[src/rtl/waddr_pkg.sv]
package waddr_pkg;
  typedef enum logic {
    MODE_WR = 1'b0,
    MODE_RD = 1'b1
  } xfer_mode_e;
endpackage

[src/rtl/waddr_step.sv]
module waddr_step
  import waddr_pkg::*;
#(
  parameter int ADDR_W = 15,
  parameter int OFF_W  = 6
) (
  input  logic [ADDR_W-1:0] cur_i,
  input  xfer_mode_e        mode_i,
  output logic [ADDR_W-1:0] nxt_o
);
  logic [ADDR_W-1:0] lin_nxt;
  logic [ADDR_W-1:0] page_nxt;

  assign lin_nxt = cur_i + ADDR_W'(1);

  generate
    if (OFF_W >= ADDR_W) begin : g_page_is_array
      assign page_nxt = lin_nxt;
    end else begin : g_page_split
      logic [OFF_W-1:0] off_nxt;
      assign off_nxt  = cur_i[OFF_W-1:0] + OFF_W'(1);
      // page bits held, offset wraps inside page
      assign page_nxt = {cur_i[ADDR_W-1:OFF_W], off_nxt};
    end
  endgenerate

  assign nxt_o = (mode_i == MODE_RD) ? lin_nxt : page_nxt;
endmodule

[src/rtl/waddr_load.sv]
module waddr_load #(
  parameter int ADDR_W = 15
) (
  input  logic [ADDR_W-1:0] cur_i,
  input  logic              ld_hi_i,
  input  logic              ld_lo_i,
  input  logic [7:0]        hi_byte_i,
  input  logic [7:0]        lo_byte_i,
  output logic [ADDR_W-1:0] nxt_o
);
  localparam int HI_W = ADDR_W - 8;

  generate
    if (HI_W < 8) begin : g_hi_trunc
      logic unused_hi_bits;
      assign unused_hi_bits = ^hi_byte_i[7:HI_W];
    end
  endgenerate

  always_comb begin
    nxt_o = cur_i;
    if (ld_hi_i) nxt_o[ADDR_W-1:8] = hi_byte_i[HI_W-1:0];
    if (ld_lo_i) nxt_o[7:0] = lo_byte_i;
  end
endmodule

[src/rtl/waddr_ctr.sv]
module waddr_ctr
  import waddr_pkg::*;
#(
  parameter int ADDR_W     = 15,
  parameter int PAGE_BYTES = 64
) (
  input  logic              clk_i,
  input  logic              rst_ni,
  input  logic              ld_hi_i,
  input  logic              ld_lo_i,
  input  logic [7:0]        hi_byte_i,
  input  logic [7:0]        lo_byte_i,
  input  logic              step_i,
  input  logic              rd_mode_i,
  output logic [ADDR_W-1:0] addr_o
);
  localparam int OFF_W = $clog2(PAGE_BYTES);

  logic [ADDR_W-1:0] addr_q;
  logic [ADDR_W-1:0] ld_nxt;
  logic [ADDR_W-1:0] step_nxt;
  logic [ADDR_W-1:0] addr_d;
  xfer_mode_e        mode;

  assign mode = xfer_mode_e'(rd_mode_i);

  waddr_load #(.ADDR_W(ADDR_W)) u_load (
    .cur_i    (addr_q),
    .ld_hi_i  (ld_hi_i),
    .ld_lo_i  (ld_lo_i),
    .hi_byte_i(hi_byte_i),
    .lo_byte_i(lo_byte_i),
    .nxt_o    (ld_nxt)
  );

  waddr_step #(.ADDR_W(ADDR_W), .OFF_W(OFF_W)) u_step (
    .cur_i (addr_q),
    .mode_i(mode),
    .nxt_o (step_nxt)
  );

  // load outranks step
  always_comb begin
    if (ld_hi_i || ld_lo_i) addr_d = ld_nxt;
    else if (step_i)        addr_d = step_nxt;
    else                    addr_d = addr_q;
  end

  always_ff @(posedge clk_i or negedge rst_ni) begin
    if (!rst_ni) addr_q <= '0;
    else         addr_q <= addr_d;
  end

  assign addr_o = addr_q;
endmodule

[config.mk]
export PLATFORM = sky130hd
export DESIGN_NAME = waddr_ctr
export DESIGN_NICKNAME = d
export VERILOG_FILES = /design/src/rtl/waddr_pkg.sv /design/src/rtl/waddr_step.sv /design/src/rtl/waddr_load.sv /design/src/rtl/waddr_ctr.sv
export SDC_FILE = /design/constraint.sdc
export NUM_CORES = 1
export LEC_CHECK = 0
export ABC_AREA = 1
export BUFFER_PORTS_ARGS = -buffer_cell sky130_fd_sc_hd__buf_2
export CAP_MARGIN = 20
export CORE_MARGIN = 2
export CORE_UTILIZATION = 44
export CTS_BUF_LIST = sky130_fd_sc_hd__clkbuf_16
export CTS_CLUSTER_SIZE = 12
export DETAILED_ROUTE_END_ITERATION = 12
export MAX_ROUTING_LAYER = met4
export PLACE_DENSITY_LB_ADDON = 0.25
export REMOVE_ABC_BUFFERS = 1
export SLEW_MARGIN = 20
export SYNTH_ARGS = -nofsm -noshare
export SYNTH_HDL_FRONTEND = slang
export SYNTH_SLANG_ARGS = --single-unit
[constraint.sdc]
create_clock -name clk_i -period 1.1 [get_ports clk_i]
set_input_delay 0.11 -clock clk_i [delete_from_list [all_inputs] [get_ports clk_i]]
set_output_delay 0.11 -clock clk_i [all_outputs]
set_load 0.02 [all_outputs]
==> qor.yml, run 1 <==
hold_path:
  min_delay_path_depth: 3
  hold_class: "input port to flip-flop"
cells_and_area:
  largest_reg_flops: 15
  final_area_um2: 1660
  drive_above_1_share: 0.412
  utilization: 0.734
  nets: 240
  area_delta_synth_final_pct: 53.5
  diodes: 0
critical_path:
  rrSetupSlack_ns: -0.21
  arrival_ns: 1.48
  required_ns: 1.27
  path_max_fanout: 8
  path_class: "flip-flop to flip-flop"
  start_kind: "flip-flop"
  endpoint_kind: "flip-flop"
  rr_worst_depth: 7
logic_synthesis:
  synth_area_leaders: "dfrtp_1 (35%), nand2_1 (10%), a21oi_1 (7.0%)"
  yosysTopAreaCell: "dfrtp_1"
  synth.distinct_cells: 24
  synthTopCellsByCount: "nand2_1 (30), nor2_1 (20), inv_1 (17)"
  async_reset_ff_frac: 1.00
  synth_top_area_share: 0.348
  yosys_most_used_dff: "dfrtp_1"
  postSynthAreaPerCell_um2: 7.05
  synth_area_um2: 1080
  ys_seq_elements: 15
  ys_seq_area_frac: 0.348
  yosysMostFrequentCell: "nand2_1"
  synth_warnings: 0
  synth_enable_flop_cells: 0
  synthCells: 153
clock_tree:
  cts_root_buf: "clkbuf_16"
  clock-sinks: 15
  h-tree-depth: 1
  cts_buffers: 3
  clk_latency_ns: 0.25
  cts_buffer_depth: 2
  clk_pin_slew_ns: 0.05
  cts_tree: "done"
route:
  detail-route-antenna-nets: 0
  drcViolationCount: 0
  wl_um: 3200
  via_count: 1308
  viasPerCell: 5.36
  drtIter0Drc: 27
  dr.pass1.iters: 4
  wl_per_cell_um: 13.1
sta:
  timing.final.crit_share: 1.19
  period_minus_slack_ns: 1.31
  hold_viol: 0
  worstMarginPinSlew_ns: 0.352
  maxSlewViolCount: 0
  setup_viol: 13
  rsz0062_at_grt: "true"
  fmax_mhz: 764
  fin_ws_ns: -0.208
  slew_headroom: 0.765
  finalSetupTns_ns: -1.79
  skew_ns: 0.00255
placement:
  dp_slack_ns: -0.179
  io_buffers: 35
  dp_hpwl_um: 2330
  placed_area_um2: 1450
  gp_congestion: 0.875
floorplan:
  die_area_um2: 2860
  io_pins: 37
  initial_utilization: 0.478
  core_area_um2: 2250
  dieHeight_um: 53.5
  die_x_um: 53.5
  rows: 17
pwr:
  power_mw: 2.18
  power.density_nw_per_um2: 1320
  peakVddDrop_mv: 0.855
  leakage_nw: 0.814
outcome:
  violations: "negative setup slack"
  status: "finished with violations"
flow_run:
  drv_cap: 0
global_route:
  grt_usage: 0.245
  grt_pass1_vias: 1215
  grt_first_pass_wirelength_um: 4910
  gr-total-overflow: 0
  grt_max_degree: 16
  antenna_found_initial: 0
## repair_timing
item / in CTS / in global routing
hold buffers: 1 / 0
setup endpoints to repair: 13 / 15
resized for setup: 6 / 23
endpoints found under the hold margin: 15 / 0
pin swaps: 8 / 13
setup buffers: 0 / 3
## routing by layer
| layer | wire (µm) | part of all wire | global-route usage | up-vias |
|---|---|---|---|---|
| li1 | - | - | - | 650 |
| met1 | 1310 | 0.41 | 0.257 | 607 |
| met2 | 1630 | 0.51 | 0.434 | 40 |
| met3 | 156 | 0.049 | 0.0395 | 11 |
| met4 | 94 | 0.029 | 0.137 | 0 |
| met5 | 0 | 0 | - | - |
## final cells by class
class | instances | area, µm²
Clock buffer | 3 | 75.1
Clock inverter | 1 | 3.75
Fill cell | 179 | 599
Inverter | 19 | 71.3
Multi-Input combinational cell | 118 | 702
Sequential cell | 15 | 378
Tap cell | 28 | 35.0
Timing Repair Buffer | 60 | 390
## report_power, final
group	internal (mW)	total, mW	switching [mW]
registers	0.622	0.705	0.0830
clock network	0.482	0.711	0.229
logic	0.332	0.763	0.430
## cells in the final DEF (no fill, tap or decap)
master,instances
nor2_2,1
inv_2,2
nand3_2,4
buf_4,19
nor3_4,1
nor2_1,19
a31oi_4,1
a21oi_1,12
dfrtp_2,2
o22ai_1,2
o21ai_1,7
nand4_1,7
xor2_1,1
dfrtp_1,13
o21bai_2,1
nand3_1,11
o21ai_0,5
dlygate4sd3_1,1
clkbuf_16,3
nand2_1,28
buf_6,6
o21bai_1,1
nand2_4,2
a31oi_1,2
nor2_4,4
a211oi_2,1
ha_4,1
inv_1,18
nor2_8,1
nand2_2,3
buf_2,34
a21oi_2,3
## per-stage QoR
stage,std cells,hold slack [ns]
floorplan,152,-0.186
global placement,237,0.0399
detailed placement,237,0.0437
CTS,242,0.105
global route,244,0.138
finish,244,0.101
## cell families after synthesis
logic type / share of synthesized area
xor+xnor: 0.00812
buf+inv: 0.0731
compound gates: 0.197
flops: 0.348
fa+ha+maj: 0.0116
simple gates: 0.362
## path summary, 6_finish.rpt
| path | startpoint | end |
|---|---|---|
| min in group asynchronous | rst_ni | addr_o[3]$_DFFE_PN0P_ |
| hold / removal | lo_byte_i[0] | addr_o[0]$_DFFE_PN0P_ |
| setup / recovery | addr_o[1]$_DFFE_PN0P_ | addr_o[9]$_DFFE_PN0P_ |
| hold reg to reg | addr_o[14]$_DFFE_PN0P_ | addr_o[14]$_DFFE_PN0P_ |
| setup reg to reg | addr_o[1]$_DFFE_PN0P_ | addr_o[9]$_DFFE_PN0P_ |
| max in group asynchronous | rst_ni | addr_o[2]$_DFFE_PN0P_ |
## worst max-delay path, stage by stage, from the launching register on
cell and delay (ns):
dfrtp_1 0.41, buf_6 0.15, nand2_4 0.05, nor2_4 0.22
nand2_2 0.09, o21bai_2 0.11, nand3_1 0.08, a21oi_1 0.13
Note: power is estimated with default switching activity, not from simulation.
==> run 2: changes to the inputs <==
CELL_PAD_IN_SITES_DETAIL_PLACEMENT = 0   (was default)
CELL_PAD_IN_SITES_GLOBAL_PLACEMENT = 1   (was default)
CORE_UTILIZATION = 31   (was 44)
==> run 2 against run 1 <==
Compared with the run above:
- the run still ends with negative setup slack left
- maximum frequency rose by 0.29%
- via count rose by 2.4%
- wire length rose by 11%
- global-route usage fell by 4.9 points
- sequential power fell by 2%
- clock power barely moved
- total power rose by 2.1%
- die area rose by 39%
- critical path depth did not move
- sequential cell count did not move
==> qor.yml, run 2 (same netlist as run 1, synthesis figures left out) <==
clock_tree:
  cts_buffers: 3  # unchanged
  clk_pin_slew_ns: 0.05  # about the same
  cts_buffer_depth: 2  # unchanged
  clock-sinks: 15  # unchanged
  h-tree-depth: 1  # unchanged
  cts_tree: "done"
  clk_latency_ns: 0.24  # about the same
  cts_root_buf: "clkbuf_16"
outcome:
  violations: "negative setup slack"
  status: "finished with violations"
global_route:
  grt_use_met3: 0.0360  # -0.00351
  grt_first_pass_wirelength_um: 6090  # +24%
  globalRouteMet1Util: 0.248  # -0.00918
  grt_usage: 0.197  # -0.0488
  grt_use_met2: 0.332  # -0.102
  antenna_found_initial: 0  # unchanged
  grt.busiest_layer: "met2"
  gr-total-overflow: 0  # unchanged
  grt_pass1_vias: 1318  # +8.5%
  grt_max_degree: 16  # unchanged
route:
  via_count: 1339  # +2.4%
  wl_per_cell_um: 13.2  # +0.44%
  drtIter0Drc: 55  # +100%
  detail-route-antenna-nets: 0  # unchanged
  drcViolationCount: 0  # unchanged
  wl_um: 3550  # +11%
  dr.pass1.iters: 4  # unchanged
  viasPerCell: 4.96  # -7.5%
critical_path:
  required_ns: 1.27  # about the same
  rr_worst_depth: 7  # unchanged
  arrival_ns: 1.48  # about the same
  path_max_fanout: 6  # -2
  start_kind: "flip-flop"
  r2r-end: "addr_o[9]$_DFFE_PN0P_"
  rr_startpoint: "addr_o[0]$_DFFE_PN0P_"
  endpoint_kind: "flip-flop"
  path_class: "flip-flop to flip-flop"
  rrSetupSlack_ns: -0.20  # about the same
sta:
  timing.final.crit_share: 1.19  # -0.00344
  slew_headroom: 0.745  # -0.0201
  setup_viol: 15  # +2
  hold_viol: 0  # unchanged
  hold_ws_ns: 0.102  # +0.000840 ns
  worstMarginPinSlew_ns: 0.383  # +0.0302 ns
  rsz0062_at_grt: "true"
  skew_ns: 0.00308  # +0.000529 ns
  fin_ws_ns: -0.204  # +0.00378 ns
  period_minus_slack_ns: 1.30  # -0.00378 ns
  fmax_mhz: 767  # +0.29%
  maxSlewViolCount: 0  # unchanged
hold_path:
  whs_endpoint: "addr_o[0]$_DFFE_PN0P_"
  hp-start: "lo_byte_i[0]"
  min_delay_path_depth: 3  # unchanged
  hold_class: "input port to flip-flop"
cells_and_area:
  utilization: 0.518  # -0.216
  largest_reg_flops: 15  # unchanged
  nets: 248  # +3.3%
  area_delta_synth_final_pct: 60.3
  nFillCells: 356  # +99%
  drive_above_1_share: 0.420  # +0.00761
  layout_commonest_cell: "buf_2"
  diodes: 0  # unchanged
  final_cell_mix: "buf_2 (31), nand2_1 (29), buf_4 (27)"
floorplan:
  core_area_um2: 3340  # +48%
  dieHeight_um: 63.0  # +18%
  die_x_um: 63.0  # +18%
  io_pins: 37  # unchanged
  rows: 21  # +4
  die_area_um2: 3970  # +39%
  initial_utilization: 0.323  # -0.155
placement:
  gp_congestion: 0.892  # +1.9%
  io_buffers: 35  # unchanged
  dp_hpwl_um: 2770  # +19%
flow_run:
  drv_cap: 0  # unchanged
pwr:
  leakage_nw: 0.851  # +4.5%
  peakVddDrop_mv: 0.594  # -31%
  power.density_nw_per_um2: 1290  # -2.3%
[run 2: cell types whose count changed in the layout (fill, tap and decap cells not counted), sizes merged]
cell and delta:
buf +8
[run 2: layout make-up]
class,count,area (µm²),area share
Sequential cell,15,377,0.218
Clock inverter,1,3.75,0.00217
Timing Repair Buffer,68,469,0.271
Multi-Input combinational cell,118,676,0.391
Tap cell,46,57.6,0.0333
Inverter,19,71.3,0.0412
Clock buffer,3,75.1,0.0434
[run 2: per-layer routing]
metal	part of all wire	vias to the layer above
met5	0	-
met3	0.039	2
met2	0.52	33
met4	0.0059	0
li1	-	660
met1	0.43	644
[run 2: worst max path at each step]
| stage | startpoint | end | slack (ns) | cells after the start |
|---|---|---|---|---|
| floorplan | addr_o[1]$_DFFE_PN0P_ | addr_o[10]$_DFFE_PN0P_ | -0.30 | 7 |
| global placement | addr_o[0]$_DFFE_PN0P_ | addr_o[10]$_DFFE_PN0P_ | -0.17 | 7 |
| detailed placement | addr_o[1]$_DFFE_PN0P_ | addr_o[10]$_DFFE_PN0P_ | -0.21 | 7 |
| CTS | addr_o[1]$_DFFE_PN0P_ | addr_o[14]$_DFFE_PN0P_ | -0.18 | 7 |
| global route | addr_o[0]$_DFFE_PN0P_ | addr_o[12]$_DFFE_PN0P_ | -0.33 | 7 |
| finish | addr_o[0]$_DFFE_PN0P_ | addr_o[9]$_DFFE_PN0P_ | -0.20 | 7 |
[run 2: timing repair]
action                     4_1_cts  5_1_grt
resized for setup               18       14
pin swaps                        9        9
hold endpoints to repair        15        0
buffers inserted                 2        3
cloned                           0        0
hold buffers                     1        0
setup endpoints to repair       14       20
[run 2: critical path: stages (launching register included)]
cell and delay, ns:
dfrtp_1 0.37, buf_4 0.13, inv_1 0.06, nor2_4 0.23, nand2_2 0.11, o21bai_4 0.12
nand3_2 0.10, a21oi_2 0.12
[run 2: metrics by stage]
| step | TNS [ns] | setup slack, ns | cell area [µm²] | total power, mW | instances |
|---|---|---|---|---|---|
| 2_1_floorplan | -2.12 | -0.298 | 1070 | 1.05 | 152 |
| 3_3_place_gp | -1.31 | -0.170 | 1510 | 1.40 | 260 |
| 3_5_place_dp | -1.82 | -0.214 | 1510 | 1.41 | 260 |
| 4_1_cts | -1.64 | -0.178 | 1670 | 2.19 | 267 |
| 5_1_grt | -3.60 | -0.327 | 1730 | 2.35 | 270 |
| 6_report | -2.23 | -0.204 | 1730 | 2.22 | 270 |
[run 2: report_power, final]
part / switching, mW / leakage [nW] / internal (mW)
Combinational: 0.440 / 0.635 / 0.380
Sequential: 0.0712 / 0.174 / 0.621
Clock: 0.231 / 0.0423 / 0.482
Total: 0.742 / 0.851 / 1.48
==> run 3: changes to the inputs <==
PLACE_DENSITY_LB_ADDON = 0.3   (was 0.25)
==> run 3 against run 2 <==
Compared with the run above:
- the run still ends with negative setup slack left
- sequential power grew 0.9%
- largest cell class unchanged
- clock skew shrank 0.00069 ns
- core utilization shrank 0.19 points
- combinational power shrank 2%
- register-to-register slack lost 0.03 ns
- design area shrank 0.36%
- maximum frequency shrank 2.6%
- critical path type unchanged
- via count shrank 3.7%
- die area is the same
- highest routed layer unchanged
- total power shrank 0.44%
- hold slack lost 0.012 ns
- non-clock buffer count shrank 6
==> qor.yml, run 3 (same netlist as run 1, synthesis figures left out) <==
outcome:
  status: "finished with violations"
  violations: "negative setup slack"
pwr:
  p_int_mw: 1.47  # -1.1%
  clkPwrFrac: 0.321  # about the same
  switchingPower_mw: 0.749  # +0.97%
  power.density_nw_per_um2: 1290  # about the same
  switching_share: 0.338  # +0.00470
  combPwrFrac: 0.364  # -0.004
  pwr-share-seq: 0.315  # +0.004
  peakVddDrop_mv: 0.602  # +1.2%
  leakage_nw: 0.833  # -2.2%
sta:
  worstMarginPinSlew_ns: 0.367  # -0.0155 ns
  fmax_mhz: 747  # -2.6%
  maxSlewViolCount: 0  # unchanged
  slew_headroom: 0.754  # +0.00867
  timing.final.crit_share: 1.22  # +0.0317
  skew_ns: 0.00240  # -0.000686 ns
  period_minus_slack_ns: 1.34  # +0.0349 ns
  rsz0062_at_grt: "true"
  hold_viol: 0  # unchanged
  setup_viol: 15  # unchanged
  fin_ws_ns: -0.239  # -0.0349 ns
critical_path:
  rrSetupSlack_ns: -0.24  # -0.03 ns
  path_class: "flip-flop to flip-flop"
  path_max_fanout: 8  # +2
  required_ns: 1.23  # -0.04 ns
  rr_startpoint: "addr_o[1]$_DFFE_PN0P_"
  cp_slowest_cell: "dfrtp_2"
  critPathTopFamily: "flip-flops"
  timing.critical_path.buf_inv: 1  # -1
  rr_worst_depth: 7  # unchanged
  endpoint_kind: "flip-flop"
  cpMostUsedCell: "nand3_1"
  r2r-end: "addr_o[8]$_DFFE_PN0P_"
  max_stage_delay_ns: 0.42  # +0.05 ns
  arrival_ns: 1.47  # about the same
  cp_num_cells: 7  # unchanged
  start_kind: "flip-flop"
  path_cells: "ha_4 -> nand2_4 -> nor2_4 -> buf_4 -> nand3_1 -> nand3_1 -> a21oi_1"
cells_and_area:
  area_delta_synth_final_pct: 59.7
  diodes: 0  # unchanged
  drive_above_1_share: 0.427  # +0.00696
  final_cell_mix: "buf_2 (31), nand2_1 (28), buf_4 (21)"
  layout_commonest_cell: "buf_2"
  nets: 242  # -2.4%
  largest_reg_flops: 15  # unchanged
  final_area_um2: 1720  # -0.36%
floorplan:
  die_x_um: 63.0  # unchanged
  dieHeight_um: 63.0  # unchanged
  rows: 21  # unchanged
  io_pins: 37  # unchanged
  initial_utilization: 0.323  # unchanged
  die_area_um2: 3970  # unchanged
  core_area_um2: 3340  # unchanged
route:
  via_count: 1289  # -3.7%
  dr.pass1.iters: 4  # unchanged
  detail-route-antenna-nets: 0  # unchanged
  drtIter0Drc: 61  # +11%
  wl_per_cell_um: 12.9  # -2.0%
  drcViolationCount: 0  # unchanged
  viasPerCell: 4.88  # -1.5%
  wl_um: 3410  # -4.1%
flow_run:
  drv_cap: 0  # unchanged
clock_tree:
  cts_buffer_depth: 2  # unchanged
  clock-sinks: 15  # unchanged
  h-tree-depth: 1  # unchanged
  cts_root_buf: "clkbuf_16"
  clk_pin_slew_ns: 0.05  # about the same
  cts_buffers: 3  # unchanged
  cts_tree: "done"
  clk_latency_ns: 0.25  # about the same
global_route:
  grt_max_degree: 16  # unchanged
  grt_pass1_vias: 1251  # -5.1%
  gr-total-overflow: 0  # unchanged
  grt_usage: 0.180  # -0.0167
  antenna_found_initial: 0  # unchanged
  grt_first_pass_wirelength_um: 5590  # -8.3%
placement:
  dp_hpwl_um: 2630  # -4.8%
  io_buffers: 35  # unchanged
  placed_area_um2: 1470  # -2.5%
  gp_congestion: 0.854  # -4.3%
  dp_slack_ns: -0.205  # +0.00868 ns
hold_path:
  whs_endpoint: "addr_o[0]$_DFFE_PN0P_"
  min_delay_path_depth: 3  # unchanged
  hp-start: "lo_byte_i[0]"
  hold_class: "input port to flip-flop"
## run 3: timing repair
item | CTS | global route
endpoints found under the hold margin | 15 | 0
setup buffers | 2 | 3
endpoints found under the setup margin | 14 | 17
resized for setup | 15 | 26
pin swaps | 5 | 12
hold buffers | 1 | 0
## run 3: how the worst max path moves through the flow
stage	startpoint	end
final	addr_o[1]$_DFFE_PN0P_	addr_o[8]$_DFFE_PN0P_
after global routing	addr_o[0]$_DFFE_PN0P_	addr_o[8]$_DFFE_PN0P_
after CTS	addr_o[1]$_DFFE_PN0P_	addr_o[10]$_DFFE_PN0P_
after detailed placement	addr_o[1]$_DFFE_PN0P_	addr_o[10]$_DFFE_PN0P_
after global placement	addr_o[1]$_DFFE_PN0P_	addr_o[10]$_DFFE_PN0P_
after floorplan	addr_o[1]$_DFFE_PN0P_	addr_o[10]$_DFFE_PN0P_
## run 3: area by class of cell
type / instances / area (µm²)
Clock buffer: 3 / 75.1
Clock inverter: 1 / 3.75
Fill cell: 351 / 1610
Inverter: 19 / 71.3
Multi-Input combinational cell: 118 / 713
Sequential cell: 15 / 378
Tap cell: 46 / 57.6
Timing Repair Buffer: 62 / 424
## run 3: stage by stage
| step | hold WS, ns | total power [mW] | util | instances | setup TNS [ns] |
|---|---|---|---|---|---|
| after global routing | 0.125 | 2.34 | 0.516 | 264 | -3.08 |
| after global placement | 0.0526 | 1.37 | 0.440 | 255 | -1.23 |
| final | 0.0898 | 2.21 | 0.516 | 264 | -2.06 |
| after detailed placement | 0.0409 | 1.38 | 0.440 | 255 | -1.87 |
| after CTS | 0.112 | 2.15 | 0.484 | 262 | -1.74 |
| after floorplan | -0.186 | 1.05 | - | 152 | -2.12 |
## run 3: per-layer routing
metal,track usage,part of all wire
met4,0.0472,0.015
met1,0.215,0.42
met3,0.0342,0.049
met5,-,0
met2,0.310,0.51
## run 3: worst reg2reg max path, cell delays in order (launching register included)
cell	delay, ns
dfrtp_2	0.42
ha_4	0.17
nand2_4	0.06
nor2_4	0.20
buf_4	0.14
nand3_1	0.05
nand3_1	0.10
a21oi_1	0.08
## run 3: power by group through the flow
stage / Clock, mW / Sequential [mW] / Combinational (mW)
2_1_floorplan: 0 / 0.792 / 0.262
5_1_grt: 0.751 / 0.708 / 0.879
3_3_place_gp: 0 / 0.687 / 0.685
6_report: 0.711 / 0.698 / 0.806
4_1_cts: 0.719 / 0.684 / 0.747
3_5_place_dp: 0 / 0.692 / 0.691
